`config.mk`:
```
export PLATFORM = sky130hd
export DESIGN_NAME = wb_cache_ctrl
export DESIGN_NICKNAME = d
export VERILOG_FILES = /design/src/rtl/cache_pkg.sv /design/src/rtl/cache_tag_store.sv /design/src/rtl/cache_data_store.sv /design/src/rtl/cache_fsm.sv /design/src/rtl/wb_cache_ctrl.sv
export SDC_FILE = /design/constraint.sdc
export NUM_CORES = 2
export LEC_CHECK = 0
export BUFFER_PORTS_ARGS = -buffer_cell sky130_fd_sc_hd__buf_2
export CAP_MARGIN = 30
export CORE_AREA = 2 2 559 561
export DETAILED_ROUTE_END_ITERATION = 8
export DIE_AREA = 0 0 561 563
export PLACE_DENSITY = 0.48
export REMOVE_ABC_BUFFERS = 1
export SYNTH_ARGS = -nofsm -noshare
export SYNTH_HDL_FRONTEND = slang
export SYNTH_SLANG_ARGS = --single-unit
```
`constraint.sdc`:
```
create_clock -name clk -period 5.44 [get_ports clk]
set_input_delay 0.544 -clock clk [delete_from_list [all_inputs] [get_ports clk]]
set_output_delay 0.544 -clock clk [all_outputs]
set_load 0.05 [all_outputs]
```
`src/rtl/cache_pkg.sv`:
```
`timescale 1ns/1ps
// Shared types for the line cache controller.
package cache_pkg;
    typedef enum logic [1:0] {
        ST_IDLE      = 2'd0,
        ST_COMPARE   = 2'd1,
        ST_WRITEBACK = 2'd2,
        ST_FILL      = 2'd3
    } ctl_state_t;
endpackage

```
`src/rtl/cache_tag_store.sv`:
```
`timescale 1ns/1ps
// Per-line tag, valid and modified flags.
// Assumes one line index per cycle; install and set_mod are never both
// needed on the same line in the same cycle (install wins).
module cache_tag_store #(
    parameter int INDEX_W = 4,
    parameter int TAG_W   = 6
) (
    input  logic               clk,
    input  logic               rst_n,
    input  logic [INDEX_W-1:0] idx,
    input  logic               install,
    input  logic [TAG_W-1:0]   install_tag,
    input  logic               set_mod,
    output logic [TAG_W-1:0]   rd_tag,
    output logic               rd_valid,
    output logic               rd_mod
);
    localparam int LINES = 1 << INDEX_W;

    logic [TAG_W-1:0] tags_q [LINES];
    logic [LINES-1:0] valid_q;
    logic [LINES-1:0] mod_q;

    // Tag array: written only when a fill completes.
    always_ff @(posedge clk) begin
        if (install) tags_q[idx] <= install_tag;
    end

    // Flags: cleared by reset, valid/clean on install, modified on store.
    always_ff @(posedge clk) begin
        if (!rst_n) begin
            valid_q <= '0;
            mod_q   <= '0;
        end else if (install) begin
            valid_q[idx] <= 1'b1;
            mod_q[idx]   <= 1'b0;
        end else if (set_mod) begin
            mod_q[idx] <= 1'b1;
        end
    end

    assign rd_tag   = tags_q[idx];
    assign rd_valid = valid_q[idx];
    assign rd_mod   = mod_q[idx];

    // a store is only ever merged into a line already resident
    a_r5_store_into_valid: assert property (@(posedge clk) disable iff (!rst_n)
        set_mod |-> valid_q[idx]);
endmodule

```
`src/rtl/cache_data_store.sv`:
```
`timescale 1ns/1ps
// Line data array, one write port and one asynchronous read port.
// Assumes contents are meaningless until the owning line is installed.
module cache_data_store #(
    parameter int INDEX_W  = 4,
    parameter int OFFSET_W = 2,
    parameter int DATA_W   = 32
) (
    input  logic                        clk,
    input  logic                        wr_en,
    input  logic [INDEX_W+OFFSET_W-1:0] wr_addr,
    input  logic [DATA_W-1:0]           wr_data,
    input  logic [INDEX_W+OFFSET_W-1:0] rd_addr,
    output logic [DATA_W-1:0]           rd_data
);
    localparam int ENTRIES = 1 << (INDEX_W + OFFSET_W);

    logic [DATA_W-1:0] words_q [ENTRIES];

    // Word write from fill or store merge.
    always_ff @(posedge clk) begin
        if (wr_en) words_q[wr_addr] <= wr_data;
    end

    assign rd_data = words_q[rd_addr];
endmodule

```
`src/rtl/cache_fsm.sv`:
```
`timescale 1ns/1ps
// Sequencer: latches the processor request, compares tags, and runs
// the victim write-back and line fill one word per memory acknowledge.
// Assumes the processor holds its request until cpu_ready.
module cache_fsm
    import cache_pkg::*;
#(
    parameter int ADDR_W   = 12,
    parameter int DATA_W   = 32,
    parameter int INDEX_W  = 4,
    parameter int OFFSET_W = 2
) (
    input  logic                        clk,
    input  logic                        rst_n,
    input  logic                        cpu_req,
    input  logic                        cpu_we,
    input  logic [ADDR_W-1:0]           cpu_addr,
    input  logic [DATA_W-1:0]           cpu_wdata,
    output logic                        cpu_ready,
    output logic                        mem_req,
    output logic                        mem_we,
    output logic [ADDR_W-1:0]           mem_addr,
    input  logic                        mem_ack,
    input  logic [DATA_W-1:0]           mem_rdata,
    output logic [INDEX_W-1:0]          line_idx,
    output logic                        tag_install,
    output logic [ADDR_W-INDEX_W-OFFSET_W-1:0] new_tag,
    output logic                        tag_set_mod,
    input  logic [ADDR_W-INDEX_W-OFFSET_W-1:0] cur_tag,
    input  logic                        cur_valid,
    input  logic                        cur_mod,
    output logic                        dat_wr_en,
    output logic [INDEX_W+OFFSET_W-1:0] dat_wr_addr,
    output logic [DATA_W-1:0]           dat_wr_data,
    output logic [INDEX_W+OFFSET_W-1:0] dat_rd_addr
);
    localparam int TAG_W = ADDR_W - INDEX_W - OFFSET_W;
    localparam logic [OFFSET_W-1:0] LAST_BEAT = '1;

    ctl_state_t          state_q;
    logic                req_we_q;
    logic [ADDR_W-1:0]   req_addr_q;
    logic [DATA_W-1:0]   req_wdata_q;
    logic [OFFSET_W-1:0] beat_q;

    logic [OFFSET_W-1:0] req_off;
    logic                hit;

    assign line_idx = req_addr_q[OFFSET_W +: INDEX_W];
    assign req_off  = req_addr_q[OFFSET_W-1:0];
    assign new_tag  = req_addr_q[ADDR_W-1 -: TAG_W];
    assign hit      = (state_q == ST_COMPARE) && cur_valid && (cur_tag == new_tag);

    // Output and array controls decoded from the current state.
    always_comb begin
        cpu_ready   = hit;
        mem_req     = (state_q == ST_WRITEBACK) || (state_q == ST_FILL);
        mem_we      = (state_q == ST_WRITEBACK);
        mem_addr    = (state_q == ST_WRITEBACK) ? {cur_tag, line_idx, beat_q}
                                                : {new_tag, line_idx, beat_q};
        dat_rd_addr = (state_q == ST_WRITEBACK) ? {line_idx, beat_q}
                                                : {line_idx, req_off};
        tag_install = (state_q == ST_FILL) && mem_ack && (beat_q == LAST_BEAT);
        tag_set_mod = hit && req_we_q;
        dat_wr_en   = tag_set_mod || ((state_q == ST_FILL) && mem_ack);
        if (state_q == ST_FILL) begin
            dat_wr_addr = {line_idx, beat_q};
            dat_wr_data = mem_rdata;
        end else begin
            dat_wr_addr = {line_idx, req_off};
            dat_wr_data = req_wdata_q;
        end
    end

    // Request latch: captured when a new request is taken in idle.
    always_ff @(posedge clk) begin
        if (!rst_n) begin
            req_we_q    <= 1'b0;
            req_addr_q  <= '0;
            req_wdata_q <= '0;
        end else if (state_q == ST_IDLE && cpu_req) begin
            req_we_q    <= cpu_we;
            req_addr_q  <= cpu_addr;
            req_wdata_q <= cpu_wdata;
        end
    end

    // State and word counter sequencing.
    always_ff @(posedge clk) begin
        if (!rst_n) begin
            state_q <= ST_IDLE;
            beat_q  <= '0;
        end else begin
            case (state_q)
                ST_IDLE:
                    if (cpu_req) state_q <= ST_COMPARE;
                ST_COMPARE: begin
                    beat_q <= '0;
                    if (hit)                        state_q <= ST_IDLE;
                    else if (cur_valid && cur_mod)  state_q <= ST_WRITEBACK;
                    else                            state_q <= ST_FILL;
                end
                ST_WRITEBACK:
                    if (mem_ack) begin
                        beat_q <= beat_q + 1'b1;
                        if (beat_q == LAST_BEAT) state_q <= ST_FILL;
                    end
                default:
                    if (mem_ack) begin
                        beat_q <= beat_q + 1'b1;
                        if (beat_q == LAST_BEAT) state_q <= ST_COMPARE;
                    end
            endcase
        end
    end

    // processor never completes while memory is busy
    a_r8_ready_quiet: assert property (@(posedge clk) disable iff (!rst_n)
        cpu_ready |-> !mem_req);

    // memory request held steady until acknowledged
    a_r9_req_hold: assert property (@(posedge clk) disable iff (!rst_n)
        (mem_req && !mem_ack) |=> (mem_req && $stable(mem_addr) && $stable(mem_we)));

    // a write-back always targets a line other than the one requested
    a_r6_victim_differs: assert property (@(posedge clk) disable iff (!rst_n)
        (mem_req && mem_we) |-> (mem_addr[ADDR_W-1 -: TAG_W] != new_tag));

    // a miss on a clean or empty line goes straight to reading
    a_r7_clean_no_wb: assert property (@(posedge clk) disable iff (!rst_n)
        (state_q == ST_COMPARE && !hit && !(cur_valid && cur_mod))
        |=> (mem_req && !mem_we));

    // completion is only signalled from the compare step
    a_r2_ready_pulse: assert property (@(posedge clk) disable iff (!rst_n)
        cpu_ready |=> !cpu_ready);
endmodule

```
`src/rtl/wb_cache_ctrl.sv`:
```
`timescale 1ns/1ps
// Top: direct-mapped write-back, write-allocate cache controller.
// Assumes a word-addressed memory with a one-word request/acknowledge
// handshake and a processor that holds its request until cpu_ready.
module wb_cache_ctrl #(
    parameter int ADDR_W   = 12,
    parameter int DATA_W   = 32,
    parameter int INDEX_W  = 4,
    parameter int OFFSET_W = 2
) (
    input  logic              clk,
    input  logic              rst_n,
    input  logic              cpu_req,
    input  logic              cpu_we,
    input  logic [ADDR_W-1:0] cpu_addr,
    input  logic [DATA_W-1:0] cpu_wdata,
    output logic [DATA_W-1:0] cpu_rdata,
    output logic              cpu_ready,
    output logic              mem_req,
    output logic              mem_we,
    output logic [ADDR_W-1:0] mem_addr,
    output logic [DATA_W-1:0] mem_wdata,
    input  logic [DATA_W-1:0] mem_rdata,
    input  logic              mem_ack
);
    localparam int TAG_W = ADDR_W - INDEX_W - OFFSET_W;
    localparam int LOC_W = INDEX_W + OFFSET_W;

    logic [INDEX_W-1:0] line_idx;
    logic               tag_install, tag_set_mod;
    logic [TAG_W-1:0]   new_tag, cur_tag;
    logic               cur_valid, cur_mod;
    logic               dat_wr_en;
    logic [LOC_W-1:0]   dat_wr_addr, dat_rd_addr;
    logic [DATA_W-1:0]  dat_wr_data, dat_rd_data;

    cache_fsm #(
        .ADDR_W(ADDR_W), .DATA_W(DATA_W), .INDEX_W(INDEX_W), .OFFSET_W(OFFSET_W)
    ) u_fsm (
        .clk(clk), .rst_n(rst_n),
        .cpu_req(cpu_req), .cpu_we(cpu_we), .cpu_addr(cpu_addr),
        .cpu_wdata(cpu_wdata), .cpu_ready(cpu_ready),
        .mem_req(mem_req), .mem_we(mem_we), .mem_addr(mem_addr),
        .mem_ack(mem_ack), .mem_rdata(mem_rdata),
        .line_idx(line_idx), .tag_install(tag_install), .new_tag(new_tag),
        .tag_set_mod(tag_set_mod), .cur_tag(cur_tag), .cur_valid(cur_valid),
        .cur_mod(cur_mod), .dat_wr_en(dat_wr_en), .dat_wr_addr(dat_wr_addr),
        .dat_wr_data(dat_wr_data), .dat_rd_addr(dat_rd_addr)
    );

    cache_tag_store #(.INDEX_W(INDEX_W), .TAG_W(TAG_W)) u_tags (
        .clk(clk), .rst_n(rst_n), .idx(line_idx),
        .install(tag_install), .install_tag(new_tag), .set_mod(tag_set_mod),
        .rd_tag(cur_tag), .rd_valid(cur_valid), .rd_mod(cur_mod)
    );

    cache_data_store #(.INDEX_W(INDEX_W), .OFFSET_W(OFFSET_W), .DATA_W(DATA_W)) u_data (
        .clk(clk), .wr_en(dat_wr_en), .wr_addr(dat_wr_addr), .wr_data(dat_wr_data),
        .rd_addr(dat_rd_addr), .rd_data(dat_rd_data)
    );

    assign cpu_rdata = dat_rd_data;
    assign mem_wdata = dat_rd_data;
endmodule

```
==> metrics.yaml <==
cts:
  cts_tree: "built"
  cts_max_path_buffers: 4
  cts_buffers: 237
  clock-sinks: 2229
  cts-root-buf: "clkbuf_16"
  path_clk_slew_ns: 0.06
  clkLatencyLatePin_ns: 0.97
  htree_levels: 4
global_routing:
  antenna_found_initial: 17
  grt_usage_pct: 17.4
  grt_util_met3_pct: 2.85
  use_met1_pct: 24.1
  grt.overflow.total: 0
  grt_pass1_vias: 44400
  busiest_layer: "met2"
  grtUsageMet2_pct: 28.2
  grt_pass1_wl_um: 380000
  grt_max_degree: 73
pwr:
  switchingPower_mw: 11.8
  pwr-share-seq_pct: 45.5
  combPwrFrac_pct: 16.6
  vdd_drop_max_mv: 0.302
  power_density_nw_per_um2: 417
  swShare_pct: 27.2
  cellLeakagePower_nw: 32.5
  intPower_mw: 31.5
  power.share.clock_pct: 37.9
worst_hold_path:
  whs_endpoint: "u_data.words_q[49][30]$_DFFE_PP_"
  hold_path.class: "primary input to register"
  hp-start: "mem_rdata[30]"
  hold_depth: 2
floorplan:
  io_pins: 160
  core-area_um2: 310000
  die_area_um2: 316000
  placementRows: 205
  die_h_um: 563
  die_w_um: 561
  initial_core_util_pct: 27.8
worst_setup_path:
  required_ns: 4.90
  critPathTopFamily: "multiplexers"
  timing.rr.end: "u_data.words_q[2][1]$_DFFE_PP_"
  path_cells: "inv_2 > ha_4 > mux2_8 > buf_12 > buf_4 > mux4_2 > mux4_2 > mux2_2 > a211o_1 > buf_2"
  crit_path_max_fanout: 47
  endpoint_kind: "output port"
  path_class: "register to output port"
  r2r_cells: 10
  cpPeakStageDelay_ns: 0.52
  reg2reg_slack_ns: 0.39
  cp.buffers_inverters: 4
  critical-path-slowest-cell: "mux2_8"
  crit_path_start_kind: "register"
  cp_data_arrival_time_ns: 4.77
  path_common_cell: "mux4_2"
logic_synthesis:
  synth_top_cells_by_area: "edfxtp_1 75%, mux4_2 15%, dfxtp_1 2.0%, mux2i_1 1.1%, mux2_2 0.70%"
  yosysMostFrequentCell: "edfxtp_1"
  yosys.area.top_type: "edfxtp_1"
  ys_ff_latch: 2229
  syn_inst: 3971
  synth_area_um2: 86400
  synth_edf_count: 2144
  yosys_warnings: 0
  synthArstFlopShare_pct: 0
  ys_types: 56
  synth_area_per_cell_um2: 21.8
  yosysSeqAreaShare_pct: 76.5
  synth.top_cell.area_share_pct: 74.5
  synth_flop_cell: "edfxtp_1"
  synth_common_cells: "2144 x edfxtp_1, 581 x mux4_2, 161 x nand2_1, 107 x a21oi_1, 96 x mux2i_1"
route:
  first_pass_iters: 7
  drt.antenna.violating_nets: 0
  drc: 0
  drt_iter0_drc: 4798
  vias: 44000
  vias_per_cell: 5.00
  finalWirelength_um: 280000
  drt-wirelength-per-cell_um: 31.8
sta:
  layout_min_cycle_time_ns: 5.32
  setup_slack_ns: 0.125
  finalSetupViolations: 0
  relSlewSlack_pct: 34.2
  fin_skew_ns: 0.0836
  rsz0062_at_grt: "false"
  tightest_slew_ns: 0.985
  maxSlewViolCount: 0
  finalHoldViolCount: 0
  fmax_ghz: 0.188
  period_share_pct: 97.7
cells_and_area:
  finish.utilization_pct: 33.4
  drive_gt1_share_pct: 33.6
  fillers: 29300
  regArea_um2: 66100
  area_delta_synth_final_pct: 20.1
  multi_input_area_um2: 19800
  num-nets-final: 4535
  final-instance-count-excl-fill: 8791
placed_design:
  place_hpwl_um: 166000
  dp_cells: 8283
  place.gp.congestion: 0.792
  place_ws_ns: 0.419
  io_buffer_count: 159
flow_run:
  max_cap_violations: 0
run_status:
  status: "complete, no violations"
-- worst reg2reg max path: cells and delay by family (launching register included) --
family	cells	cell delay (ns)
compound gates	2	0.45
xor+xnor	1	0.16
buf+inv	2	0.86
flops	1	0.96
mux	3	1.03
simple gates	2	1.15
-- logic make-up (layout without fill, tap and decap cells) --
| group | after synthesis | in the layout | share of synthesized area, % |
|---|---|---|---|
| multiplexers | 731 | 732 | 17.0 |
| AND/OR/NAND/NOR | 343 | 343 | 1.78 |
| AO/OA/AOI/OAI | 380 | 380 | 2.97 |
| buffers and inverters | 282 | 957 | 1.73 |
| flip-flops | 2229 | 2229 | 76.5 |
| XOR/XNOR | 1 | 1 | 0.0101 |
| other | 0 | 4 | 0 |
| adder cells (fa/ha/maj) | 5 | 5 | 0.0724 |
-- per-layer routing --
| layer | part of all wire (%) | routed length [um] |
|---|---|---|
| met1 | 43 | 121000 |
| met2 | 48 | 133000 |
| met3 | 6.2 | 17400 |
| met4 | 3.0 | 8460 |
| met5 | 0 | 0 |
-- placed cells by master, fill, tap and decap left out, drive strengths merged, types with 64 or more instances in the layout --
cell type / count
mux4: 581
dfxtp: 85
clkinv: 104
clkbuf: 292
buf: 460
nand2: 161
a21oi: 107
edfxtp: 2144
mux2i: 96
a22oi: 64
nor2: 71
-- per-stage QoR --
stage / hold WS (ns) / area (um2) / total power [mW] / setup TNS, ns
global route: 0.00140 / 104000 / 44.7 / 0
floorplan: 0.435 / 85000 / 24.9 / -9181.43
global placement: 0.442 / 94800 / 27.1 / 0
finish: 0.0181 / 104000 / 43.3 / 0
CTS: 0.00870 / 103000 / 43.7 / 0
detailed placement: 0.453 / 95000 / 27.2 / 0
-- cell type report --
type,instances,share of cell area (%)
clock inverter,145,1.49
antenna,4,0.00965
multi-input combinational,1461,19.1
sequential,2229,63.7
timing repair buffer,507,4.64
inverter,13,0.0470
clock buffer,292,6.03
tap,4140,4.99
-- flip-flops by register name (all words and copies together), names as in the netlist, named ones only --
register / cells
u_fsm.req_addr_q: 12
u_fsm.req_we_q: 1
u_fsm.req_wdata_q: 32
u_fsm.beat_q: 2
u_tags.tags_q: 96
u_fsm.state_q: 2
u_tags.valid_q: 16
u_data.words_q: 2048
-- power groups by stage --
stage / sequential (mW) / combinational (mW) / clock, mW
3_3_place_gp: 20.1 / 7.00 / 0
2_1_floorplan: 20.1 / 4.79 / 0
6_report: 19.7 / 7.19 / 16.4
5_1_grt: 19.7 / 7.58 / 17.4
4_1_cts: 19.7 / 7.26 / 16.7
3_5_place_dp: 20.1 / 7.11 / 0
-- worst max path at each step --
stage / from / to / slack [ns] / cells past startpoint
detailed placement: u_fsm.state_q[0]$_SDFFE_PN0P_ / cpu_rdata[8] / 0.42 / 12
finish: u_fsm.state_q[0]$_SDFFE_PN0P_ / cpu_rdata[15] / 0.12 / 10
CTS: u_fsm.beat_q[1]$_SDFFE_PN0P_ / cpu_rdata[15] / 0.004 / 8
floorplan: u_fsm.state_q[1]$_SDFFE_PN0P_ / cpu_rdata[16] / -48.01 / 7
global placement: u_fsm.state_q[0]$_SDFFE_PN0P_ / cpu_rdata[8] / 0.38 / 12
global route: u_fsm.state_q[1]$_SDFFE_PN0P_ / mem_wdata[15] / 0.006 / 11
-- timing repair --
| action | in CTS | in global routing |
|---|---|---|
| hold buffers | 45 | 0 |
| gates cloned | 3 | 0 |
| hold endpoints to repair | 49 | 0 |
| resized for setup | 32 | 18 |
| setup endpoints to repair | 56 | 39 |
| buffers inserted | 3 | 9 |
No activity file was read; power rests on OpenSTA's default activity.
